File: src/rtl/dma_testctl.sv
module dma_testctl #(
  parameter int REG_AW      = 4,
  parameter int ADDR_W      = 32,
  parameter int CNT_W       = 24,
  parameter int WORD_BYTES  = 4,
  parameter int DEPTH_W     = 11,
  parameter int DEPTH_SMALL = 88,
  parameter int DEPTH_BIG   = 536,
  parameter int CTL_OFS     = 0,
  parameter int ADDR_OFS    = 4,
  parameter int CNT_OFS     = 8
) (
  input  logic               clk,
  input  logic               rst,
  input  logic [REG_AW-1:0]  reg_addr,
  input  logic               wr_en,
  input  logic [7:0]         wr_data,
  output logic [7:0]         rd_data,
  output logic [ADDR_W-1:0]  dma_addr,
  output logic [CNT_W-1:0]   byte_cnt,
  output logic               dma_wr_dir,
  output logic [DEPTH_W-1:0] fifo_depth,
  output logic               burst_sel,
  output logic [1:0]         offset_hi
);
  localparam int ADDR_BYTES = ADDR_W / 8;
  localparam int CNT_BYTES  = CNT_W / 8;
  localparam int LANE_W     = $clog2(WORD_BYTES);

  logic [ADDR_W-1:0] addr_q;
  logic [CNT_W-1:0]  cnt_q;
  logic              big_q, master_q, dir_q;
  logic [2:0]        low_q;
  logic [LANE_W:0]   room, step;
  logic              ctl_wr;

  assign ctl_wr = wr_en && (reg_addr == REG_AW'(CTL_OFS));
  assign room   = (LANE_W+1)'(WORD_BYTES) - {1'b0, addr_q[LANE_W-1:0]};
  assign step   = (cnt_q < CNT_W'(room)) ? cnt_q[LANE_W:0] : room;

  always_ff @(posedge clk) begin
    if (rst) begin
      addr_q   <= '0;
      cnt_q    <= '0;
      big_q    <= 1'b0;
      master_q <= 1'b0;
      dir_q    <= 1'b0;
    end else begin
      if (ctl_wr) begin
        if (wr_data[7]) addr_q <= addr_q + ADDR_W'(step);
        if (wr_data[6]) cnt_q  <= cnt_q - CNT_W'(step);
        if (wr_data[3]) dir_q  <= master_q;
        big_q    <= wr_data[5];
        master_q <= wr_data[4];
      end
      for (int i = 0; i < ADDR_BYTES; i++)
        if (wr_en && reg_addr == REG_AW'(ADDR_OFS + i)) addr_q[8*i +: 8] <= wr_data;
      for (int i = 0; i < CNT_BYTES; i++)
        if (wr_en && reg_addr == REG_AW'(CNT_OFS + i)) cnt_q[8*i +: 8] <= wr_data;
    end
  end

  always_ff @(posedge clk)
    if (ctl_wr) low_q <= wr_data[2:0];

  always_comb begin
    rd_data = '0;
    if (reg_addr == REG_AW'(CTL_OFS)) rd_data = {2'b00, big_q, master_q, dir_q, low_q};
    for (int i = 0; i < ADDR_BYTES; i++)
      if (reg_addr == REG_AW'(ADDR_OFS + i)) rd_data = addr_q[8*i +: 8];
    for (int i = 0; i < CNT_BYTES; i++)
      if (reg_addr == REG_AW'(CNT_OFS + i)) rd_data = cnt_q[8*i +: 8];
  end

  assign dma_addr   = addr_q;
  assign byte_cnt   = cnt_q;
  assign dma_wr_dir = dir_q;
  assign fifo_depth = big_q ? DEPTH_W'(DEPTH_BIG) : DEPTH_W'(DEPTH_SMALL);
  assign burst_sel  = low_q[2];
  assign offset_hi  = low_q[1:0];
endmodule

File: config.mk
export PLATFORM = sky130hd
export DESIGN_NAME = dma_testctl
export DESIGN_NICKNAME = d
export VERILOG_FILES = /design/src/rtl/dma_testctl.sv
export SDC_FILE = /design/constraint.sdc
export NUM_CORES = 1
export LEC_CHECK = 0
export ABC_AREA = 1
export BUFFER_PORTS_ARGS = -buffer_cell sky130_fd_sc_hd__buf_2
export CORE_AREA = 2 2 115 117
export DETAILED_ROUTE_END_ITERATION = 10
export DIE_AREA = 0 0 117 119
export HOLD_SLACK_MARGIN = 0.06
export PLACE_DENSITY_LB_ADDON = 0.1
export SYNTH_ARGS = -nofsm -noshare
export SYNTH_HDL_FRONTEND = slang
export SYNTH_SLANG_ARGS = --single-unit
File: constraint.sdc
create_clock -name clk -period 8.75 [get_ports clk]
set_input_delay 0 -clock clk [delete_from_list [all_inputs] [get_ports clk]]
set_output_delay 0 -clock clk [all_outputs]
set_load 0.05 [all_outputs]
==> impl_metrics.py, run 1 <==
metrics = {
    "yosys": {
        "ys_seq_elements": 62,
        "synth_seq_area_share_pct": 24.7,
        "synth_area_per_cell_um2": 5.82,
        "synthesis.area_um2": 5140,
        "synth-edff-count": 3,
        "synth.distinct_cells": 45,
        "ys_warn_count": 0,
        "netlist_instances": 884,
        "synth_flop_cell": "dfxtp_1",
        "async_flop_share_pct": 0,
    },
    "route": {
        "vias": 5920,
        "routed_wl_um": 19400,
        "ant_nets": 0,
        "remaining_drc_errors": 0,
        "via_per_inst": 5.16,
        "drt_first_pass_iters": 7,
        "drt_iter0_markers": 422,
        "wl_per_cell_um": 16.9,
    },
    "worst_setup_path": {
        "reg2reg_depth": 21,
        "path_class": "reg -> reg",
        "cp_slowest_cell": "o21ai_0",
        "cp-end-kind": "register",
        "crit_chain": "inv_1 > ha_1 > inv_1 > ha_1 > a21boi_0 > o21ai_0 > nand2_1 > nor2_1 > o21ai_0 > inv_1 > ha_1 > nand2_1 > nor2_1 > nor2_1 > nand2_1 > nor2_1 > nand2_1 > nand3_1 > o211ai_1 > nand2_1 > inv_1",
        "required_ns": 9.00,
        "startpoint_type": "register",
        "cp_max_fo": 6,
        "arrival_ns": 3.99,
        "critPathMaxStageDelay_ns": 0.58,
        "cp_common_cell": "nand2_1",
    },
    "min_path": {
        "holdPathStages": 1,
        "hold_class": "in -> reg",
    },
    "die": {
        "ios": 94,
        "initial_core_util_pct": 39.9,
        "design.die.area_um2": 13900,
        "die-height_um": 119,
        "die_w_um": 117,
        "coreArea_um2": 12900,
        "rows": 42,
    },
    "layout": {
        "syn_to_final_growth_pct": 16.4,
        "layout_common_cells": "255 x nand2_1, 130 x nor2_1, 125 x inv_1",
        "register_area_um2": 1270,
        "multi_input_area_um2": 3220,
        "diodes": 0,
        "final_core_utilization_pct": 46.5,
        "fin_nets": 992,
        "final_area_um2": 5990,
        "drive_gt1_share_pct": 14.4,
        "fill_cells": 1402,
        "layout_commonest_cell": "nand2_1",
    },
    "sta": {
        "fin_crit_sh_pct": 42.7,
        "tightest_slew_ns": 0.933,
        "slew_violations": 0,
        "rsz0062_at_grt": "no",
        "slew_headroom_pct": 37.7,
        "fmax_mhz": 268,
        "finalSetupViolations": 0,
        "setup_ws_ns": 5.01,
        "hold_violations": 0,
        "tns_ns": 0,
        "finClkSkew_ns": 0.0119,
        "min_period_ns": 3.74,
    },
    "pwr": {
        "vdd_drop_max_mv": 0.0772,
        "power.total_w": 0.000885,
        "power.density_nw_per_um2": 148,
        "p_leak_nw": 2.85,
    },
    "cts": {
        "insertion_delay_ns": 0.36,
        "cts_root_buffer": "clkbuf_16",
        "cts_resized": 0,
        "cts_sinks": 62,
        "htreeDepth": 3,
        "cts-buffers-inserted": 9,
        "cts_tree": "built",
        "clkTransAtPathRegs_ns": 0.06,
        "clk_path_buf_depth": 2,
    },
    "grt": {
        "grt_overflow_total": 0,
        "grtUsageTotal_pct": 28.7,
        "grt_pass1_vias": 5535,
        "grt_max_degree": 40,
        "grt_pass1_wl_um": 30100,
        "antenna_found_initial": 0,
    },
    "placed_design": {
        "dp_worst_setup_slack_ns": 5.03,
        "port_buffers": 84,
        "hpwl_um": 14600,
        "gp_congestion": 0.977,
        "postPlaceCellArea_um2": 5650,
    },
    "status": {
        "status": "complete, no violations",
    },
    "job": {
        "maxCapViolations": 0,
    },
}
## logic make-up after synthesis
kind of cell / count (synthesis) / share of synthesized area (%)
simple gates: 518 / 43.8
buf+inv: 161 / 13.3
compound gates: 120 / 13.4
flops: 62 / 24.7
fa+ha+maj: 11 / 2.97
xor+xnor: 10 / 1.70
other cells: 2 / 0.146
## metal layers
layer | track usage [%] | routed length (um)
met2 | 46.7 | 9020
met5 | 0 | 0
met1 | 36.9 | 8460
met3 | 4.78 | 1210
met4 | 13.2 | 669
## worst max-delay path, delay by kind of cell, from the launching register on
| kind | cells | cell delay [ns] |
|---|---|---|
| flip-flops | 1 | 0.42 |
| buffers and inverters | 4 | 0.29 |
| AO/OA/AOI/OAI | 4 | 0.91 |
| AND/OR/NAND/NOR | 10 | 1.15 |
| adder cells (fa/ha/maj) | 3 | 0.84 |
## sequential cells by signal, indices dropped and copies added (netlist names)
| name | flops |
|---|---|
| byte_cnt | 24 |
| dma_wr_dir | 1 |
| dma_addr | 32 |
| master_q | 1 |
| big_q | 1 |
| low_q | 3 |
## Yosys cell counts (2+ instances only)
cell type | count | area [um^2]
edfxtp_1 | 3 | 90.1
nor2_2 | 6 | 37.5
fa_1 | 2 | 40.0
a31oi_1 | 8 | 50.1
o21ai_1 | 2 | 10.0
o21ai_0 | 32 | 160
nand2_1 | 255 | 957
clkbuf_1 | 6 | 22.5
xor2_1 | 10 | 87.6
nor2_4 | 7 | 78.8
nand4_1 | 9 | 56.3
a221oi_1 | 2 | 17.5
buf_6 | 3 | 33.8
a211oi_1 | 2 | 15.0
nand3_1 | 78 | 390
o22ai_1 | 17 | 106
dfxtp_1 | 59 | 1180
nand3b_1 | 5 | 37.5
buf_2 | 3 | 15.0
nand2_4 | 3 | 33.8
buf_4 | 11 | 82.6
nand2_2 | 8 | 50.1
inv_4 | 2 | 12.5
conb_1 | 2 | 7.51
nor2_1 | 130 | 488
nor3_1 | 12 | 60.1
o211ai_1 | 8 | 60.1
inv_1 | 125 | 469
a21oi_1 | 41 | 205
inv_2 | 10 | 37.5
ha_1 | 9 | 113
## final cells by class
cell class	instances	area share (%)
tap	176	3.68
clock inverter	4	0.752
clock buffer	12	4.28
timing repair buffer	88	7.69
multi-input combinational	668	53.7
inverter	137	8.67
sequential	62	21.2
## power by group
group	switching, W	internal [W]	leakage (nW)	total, W
clock	0.000142	0.000234	0.152	0.000376
sequential	0.00000938	0.000290	0.504	0.000300
combinational	0.000155	0.0000535	2.20	0.000208
## repair_timing
action | CTS | global route
setup buffers | 0 | 0
hold endpoints to repair | 7 | 0
hold buffers | 4 | 0
## path summary, 6_finish.rpt
kind,from,to,slack (ns)
min reg2reg,master_q,master_q,0.51
max reg2reg,dma_addr[1],byte_cnt[13],5.01
min,wr_data[2],low_q[2],0.08
max,dma_addr[1],byte_cnt[13],5.01
## stage by stage
stage	cells	hold WS [ns]
floorplan	891	0.0989
global placement	1127	0.341
finish	1147	0.0792
CTS	1147	0.0612
detailed placement	1127	0.341
global route	1147	0.0672
No activity file was read; power rests on OpenSTA's default activity.
==> run 2, diff against run 1 <==
Clock period 8.75 ns to 3.78 ns, I/O delays scaled along.
==> impl_metrics.py, run 2 (same netlist as run 1, synthesis figures left out) <==
metrics = {
    "status": {
        "status": "complete, no violations",
    },
    "pwr": {
        "vdd_drop_max_mv": 0.249,
        "p_leak_nw": 2.88,
        "power.density_nw_per_um2": 340,
        "power.total_w": 0.00206,
    },
    "placed_design": {
        "hpwl_um": 14900,
        "placedCellCount": 1134,
        "postPlaceCellArea_um2": 5700,
        "gp_congestion": 0.916,
        "port_buffers": 84,
    },
    "sta": {
        "tns_ns": 0,
        "fin_crit_sh_pct": 90.3,
        "slew_violations": 0,
        "finalSetupViolations": 0,
        "slew_headroom_pct": 35.4,
        "hold_violations": 0,
        "min_period_ns": 3.41,
        "tightest_slew_ns": 0.968,
        "fmax_mhz": 293,
        "finClkSkew_ns": 0.00562,
    },
    "worst_setup_path": {
        "path_class": "reg -> reg",
        "r2r_start": "dma_addr[1]",
        "arrival_ns": 3.66,
        "cp-end-kind": "register",
        "cp_max_fo": 6,
        "startpoint_type": "register",
        "startpoint": "dma_addr[1]",
        "required_ns": 4.02,
        "cp_slowest_cell": "dfxtp_1",
        "cp_common_cell": "nand2_1",
        "critPathMaxStageDelay_ns": 0.41,
        "crit_chain": "inv_1 > ha_1 > inv_1 > ha_1 > a21boi_0 > o21ai_0 > nand2_1 > nor2_4 > nand2_1 > o21ai_0 > ha_2 > fa_1 > nand3_1 > nand2_1 > inv_1 > nor2_2 > nand2_1 > nand2_1 > nand2_1 > nand2_1 > nand3_1 > nand2_1 > inv_1",
    },
    "cts": {
        "cts-buffers-inserted": 9,
        "cts_tree": "built",
        "htreeDepth": 3,
        "insertion_delay_ns": 0.35,
        "cts_root_buffer": "clkbuf_16",
        "cts_sinks": 62,
        "cts_setup_buffers": 0,
        "clk_path_buf_depth": 2,
        "clkTransAtPathRegs_ns": 0.06,
    },
    "die": {
        "ios": 94,
        "die_w_um": 117,
        "coreArea_um2": 12900,
        "rows": 42,
        "design.die.area_um2": 13900,
        "initial_core_util_pct": 39.9,
        "die-height_um": 119,
    },
    "grt": {
        "grt_max_degree": 40,
        "grt_pass1_wl_um": 30700,
        "grt_pass1_vias": 5741,
        "grtUsageTotal_pct": 29.2,
        "antenna_found_initial": 0,
        "grt_overflow_total": 0,
    },
    "route": {
        "drt_iter0_markers": 468,
        "wl_per_cell_um": 17.2,
        "vias": 6046,
        "ant_nets": 0,
        "drt_first_pass_iters": 6,
        "via_per_inst": 5.24,
        "remaining_drc_errors": 0,
        "routed_wl_um": 19800,
    },
    "layout": {
        "syn_to_final_growth_pct": 18.0,
        "final_area_um2": 6070,
        "fin_cells": 1154,
        "drive_gt1_share_pct": 16.1,
        "layout_common_cells": "255 x nand2_1, 125 x inv_1, 123 x nor2_1",
        "layout_commonest_cell": "nand2_1",
        "largest_register_ffs": 32,
        "final_core_utilization_pct": 47.1,
        "fin_nets": 999,
        "diodes": 0,
    },
    "min_path": {
        "hp-start": "wr_data[2]",
        "hold_class": "in -> reg",
    },
    "job": {
        "maxCapViolations": 0,
    },
}
-- run 2: cell count changes in the layout (fill, tap and decap cells not counted) --
cell | before | now
ha_1 | 9 | 7
clkinv_2 | 3 | 4
ha_2 | 0 | 2
buf_4 | 0 | 7
clkinvlp_4 | 0 | 2
clkbuf_8 | 2 | 0
nor2_1 | 130 | 123
nor2_4 | 7 | 10
clkbuf_1 | 1 | 0
nor2_2 | 6 | 10
-- run 2: layout make-up --
cell class                      instances  area, um^2
Clock buffer                            9         225
Multi-Input combinational cell        668        3250
Timing Repair Buffer                   95         513
Fill cell                            1436        6810
Clock inverter                          7        65.1
Sequential cell                        62        1270
Inverter                              137         519
Tap cell                              176         220
-- run 2: what timing repair did --
item / CTS / global route
hold buffers: 4 / 0
hold endpoints to repair: 6 / 0
endpoints found under the setup margin: 0 / 35
resized for setup: 0 / 12
-- run 2: report_power, final --
part,internal (W),switching (W)
logic,0.000143,0.000376
registers,0.000672,0.0000206
clock network,0.000505,0.000345
-- run 2: worst paths after layout --
| check | to | slack [ns] | cells past startpoint |
|---|---|---|---|
| setup / recovery | dma_addr[28] | 0.37 | 23 |
| hold / removal | low_q[2] | 0.08 | 1 |
| setup reg to reg | dma_addr[28] | 0.37 | 23 |
| hold reg to reg | master_q | 0.53 | 2 |
-- run 2: routing by layer --
| metal | GRT usage [%] | wire length (um) | vias to the layer above |
|---|---|---|---|
| met4 | 12.6 | 796 | 0 |
| met3 | 6.31 | 1320 | 46 |
| met2 | 47.6 | 9320 | 250 |
| met5 | 0 | 0 | - |
| li1 | - | - | 2979 |
| met1 | 36.9 | 8400 | 2771 |
-- run 2: worst max-delay path, delay by kind of cell (launching register included) --
kind                     cells  cell delay (ns)
buffers and inverters        4             0.29
flip-flops                   1             0.41
adder cells (fa/ha/maj)      4             1.03
AO/OA/AOI/OAI                3             0.41
AND/OR/NAND/NOR             12             1.17
-- run 2: through the flow --
stage	hold slack (ns)	worst slack (ns)
global route	0.0644	-0.0162
finish	0.0849	0.368
floorplan	0.0989	0.193
detailed placement	0.340	0.214
global placement	0.348	0.318
CTS	0.0653	0.200
==> run 3, diff against run 2 <==
Settings changed: ABC_AREA 1 to default, CORE_AREA 2 2 115 117 to 2 2 108 110, DIE_AREA 0 0 117 119 to 0 0 110 112, GPL_TIMING_DRIVEN from default to 0.
==> impl_metrics.py, run 3 <==
metrics = {
    "die": {
        "die_w_um": 110,
        "design.die.area_um2": 12300,
        "initial_core_util_pct": 40.4,
        "die-height_um": 112,
        "rows": 39,
        "coreArea_um2": 11200,
        "ios": 94,
    },
    "cts": {
        "clk_path_buf_depth": 2,
        "insertion_delay_ns": 0.34,
        "cts-buffers-inserted": 9,
        "cts_root_buffer": "clkbuf_16",
        "cts_sinks": 62,
        "htreeDepth": 3,
        "clkTransAtPathRegs_ns": 0.05,
        "cts_tree": "built",
    },
    "layout": {
        "drive_gt1_share_pct": 27.0,
        "diodes": 0,
        "fin_nets": 724,
        "fill_cells": 1090,
        "syn_to_final_growth_pct": 29.8,
        "layout_commonest_cell": "buf_2",
        "largest_register_ffs": 32,
        "layout_common_cells": "81 x buf_2, 64 x nor2_1, 53 x dfxtp_1",
    },
    "pwr": {
        "power.density_nw_per_um2": 347,
        "power_frac_clock_pct": 42.7,
        "power.total_w": 0.00203,
        "switching_power_w": 0.000637,
        "vdd_drop_max_mv": 0.236,
        "comb_power_share_pct": 23.1,
        "seqPwrFrac_pct": 34.2,
        "p_leak_nw": 2.24,
        "p_int_w": 0.00140,
        "p_sw_share_pct": 31.3,
    },
    "worst_setup_path": {
        "cp_max_fo": 9,
        "startpoint_type": "register",
        "arrival_ns": 3.99,
        "cp-end-kind": "register",
        "path_class": "reg -> reg",
        "required_ns": 4.05,
    },
    "sta": {
        "finClkSkew_ns": 0.00621,
        "fin_crit_sh_pct": 98.4,
        "whs_ns": 0.0621,
        "fmax_mhz": 269,
        "rsz0062_at_grt": "yes",
        "slew_violations": 0,
        "slew_headroom_pct": 43.0,
        "hold_violations": 0,
        "tightest_slew_ns": 0.855,
        "setup_ws_ns": 0.0589,
        "min_period_ns": 3.72,
        "finalSetupViolations": 0,
    },
    "route": {
        "vias": 5222,
        "ant_nets": 0,
        "via_per_inst": 6.17,
        "wl_per_cell_um": 21.6,
        "remaining_drc_errors": 0,
        "drt_first_pass_iters": 5,
        "routed_wl_um": 18300,
        "drt_iter0_markers": 559,
    },
    "yosys": {
        "synth_most_common_cell": "nor2_1",
        "ys_top_cells_by_area": "dfxtp_1 26%, nor2_1 5.5%, nand2_1 3.8%, a21oi_1 3.4%, nand3_1 3.1%",
        "synth_flop_cell": "dfxtp_1",
        "synthTopCellsByCount": "66 x nor2_1, 59 x dfxtp_1, 46 x nand2_1",
        "async_flop_share_pct": 0,
        "netlist_instances": 586,
        "synthesis.area_um2": 4520,
        "ys_warn_count": 0,
        "synth_top_area_share_pct": 26.2,
        "synth_seq_area_share_pct": 28.2,
        "synth_area_per_cell_um2": 7.71,
        "post-synth-top-area-cell": "dfxtp_1",
        "synth-edff-count": 3,
        "ys_seq_elements": 62,
        "synth.distinct_cells": 71,
    },
    "grt": {
        "grt_max_degree": 11,
        "grt_overflow_total": 0,
        "grtUsageTotal_pct": 30.0,
        "grt_pass1_vias": 4792,
        "grt_pass1_wl_um": 27700,
        "antenna_found_initial": 0,
    },
    "job": {
        "maxCapViolations": 0,
    },
    "status": {
        "status": "complete, no violations",
    },
    "placed_design": {
        "gp_congestion": 0.992,
        "hpwl_um": 12800,
        "dp_worst_setup_slack_ns": -0.503,
        "port_buffers": 75,
    },
    "min_path": {
        "hold_class": "in -> reg",
    },
}
-- run 3: cell types whose count changed after synthesis, moves of 10 or more --
cell | previous run | this run
nand3_1 | 78 | 28
o21ai_0 | 32 | 18
a31oi_1 | 8 | 21
or3_1 | 0 | 12
o22ai_1 | 17 | 2
a21oi_1 | 41 | 31
inv_2 | 10 | 0
mux2i_1 | 0 | 13
clkbuf_1 | 6 | 28
nor4_1 | 0 | 16
nand2_1 | 255 | 46
nor2_1 | 130 | 66
inv_1 | 125 | 8
-- run 3: timing repair --
item                                    in CTS  in global routing
setup buffers                                4                 12
endpoints found under the setup margin      35                 29
resized for setup                           24                 22
cloned                                       0                  1
pin swaps                                    6                 13
hold buffers                                 2                  1
hold endpoints to repair                     4                  1
-- run 3: critical path: stages (launching register included) --
cell and delay, ns:
dfxtp_4 0.38, or4_4 0.55, or3_4 0.37, nor2_4 0.11, and3_1 0.18, buf_6 0.13, buf_12 0.11, mux2i_4 0.33
fa_2 0.28, nand2b_4 0.14, nand2_4 0.08, or4_4 0.47, or3_1 0.36, a31oi_1 0.15
-- run 3: power groups by stage --
stage | Clock (W) | Combinational (W) | Sequential [W]
after CTS | 0.000874 | 0.000426 | 0.000694
after global placement | 0 | 0.000368 | 0.000708
after detailed placement | 0 | 0.000370 | 0.000708
final | 0.000867 | 0.000470 | 0.000696
after floorplan | 0 | 0.000233 | 0.000744
after global routing | 0.000900 | 0.000500 | 0.000697
-- run 3: layer usage --
metal,wire [um],vias up,global-route usage [%]
met5,0,-,0
met4,792,0,13.7
met3,1260,53,4.98
met2,8520,268,47.3
met1,7710,2465,39.5
li1,-,2436,-
-- run 3: per-stage QoR --
stage,cell area (um^2),util (%),TNS (ns),std cells
5_1_grt,5860,52.5,-0.123,846
3_5_place_dp,5140,46.0,-7.10,811
6_report,5860,52.5,0,846
3_3_place_gp,5140,46.0,-6.61,811
4_1_cts,5630,50.4,-0.0270,832
2_1_floorplan,4590,-,0,593
-- run 3: cell type report --
class	instances	area, um^2	area share (%)
timing repair buffer	94	542	9.24
buffer	52	250	4.27
sequential	62	1290	22.0
inverter	8	30.0	0.512
clock buffer	14	305	5.21
tap	143	179	3.05
multi-input combinational	471	3260	55.6
clock inverter	2	10.0	0.171
-- run 3: cells by family after synthesis --
| family | synth area share [%] |
|---|---|
| xor gates and xnor gates | 2.52 |
| and+or+nand+nor | 31.4 |
| other | 0.166 |
| DFF | 28.2 |
| muxes | 5.13 |
| buffers and inverters | 6.15 |
| adders and majority gates | 3.38 |
| AOI/OAI and AO/OA | 23.1 |
-- run 3: final timing paths --
check                from           end  slack [ns]  cells past startpoint
max reg2reg  byte_cnt[16]  byte_cnt[12]        0.06                     13
min reg2reg   dma_addr[0]   dma_addr[0]        0.52                      2
max          byte_cnt[16]  byte_cnt[12]        0.06                     13
min            wr_data[1]   byte_cnt[1]        0.06                      3
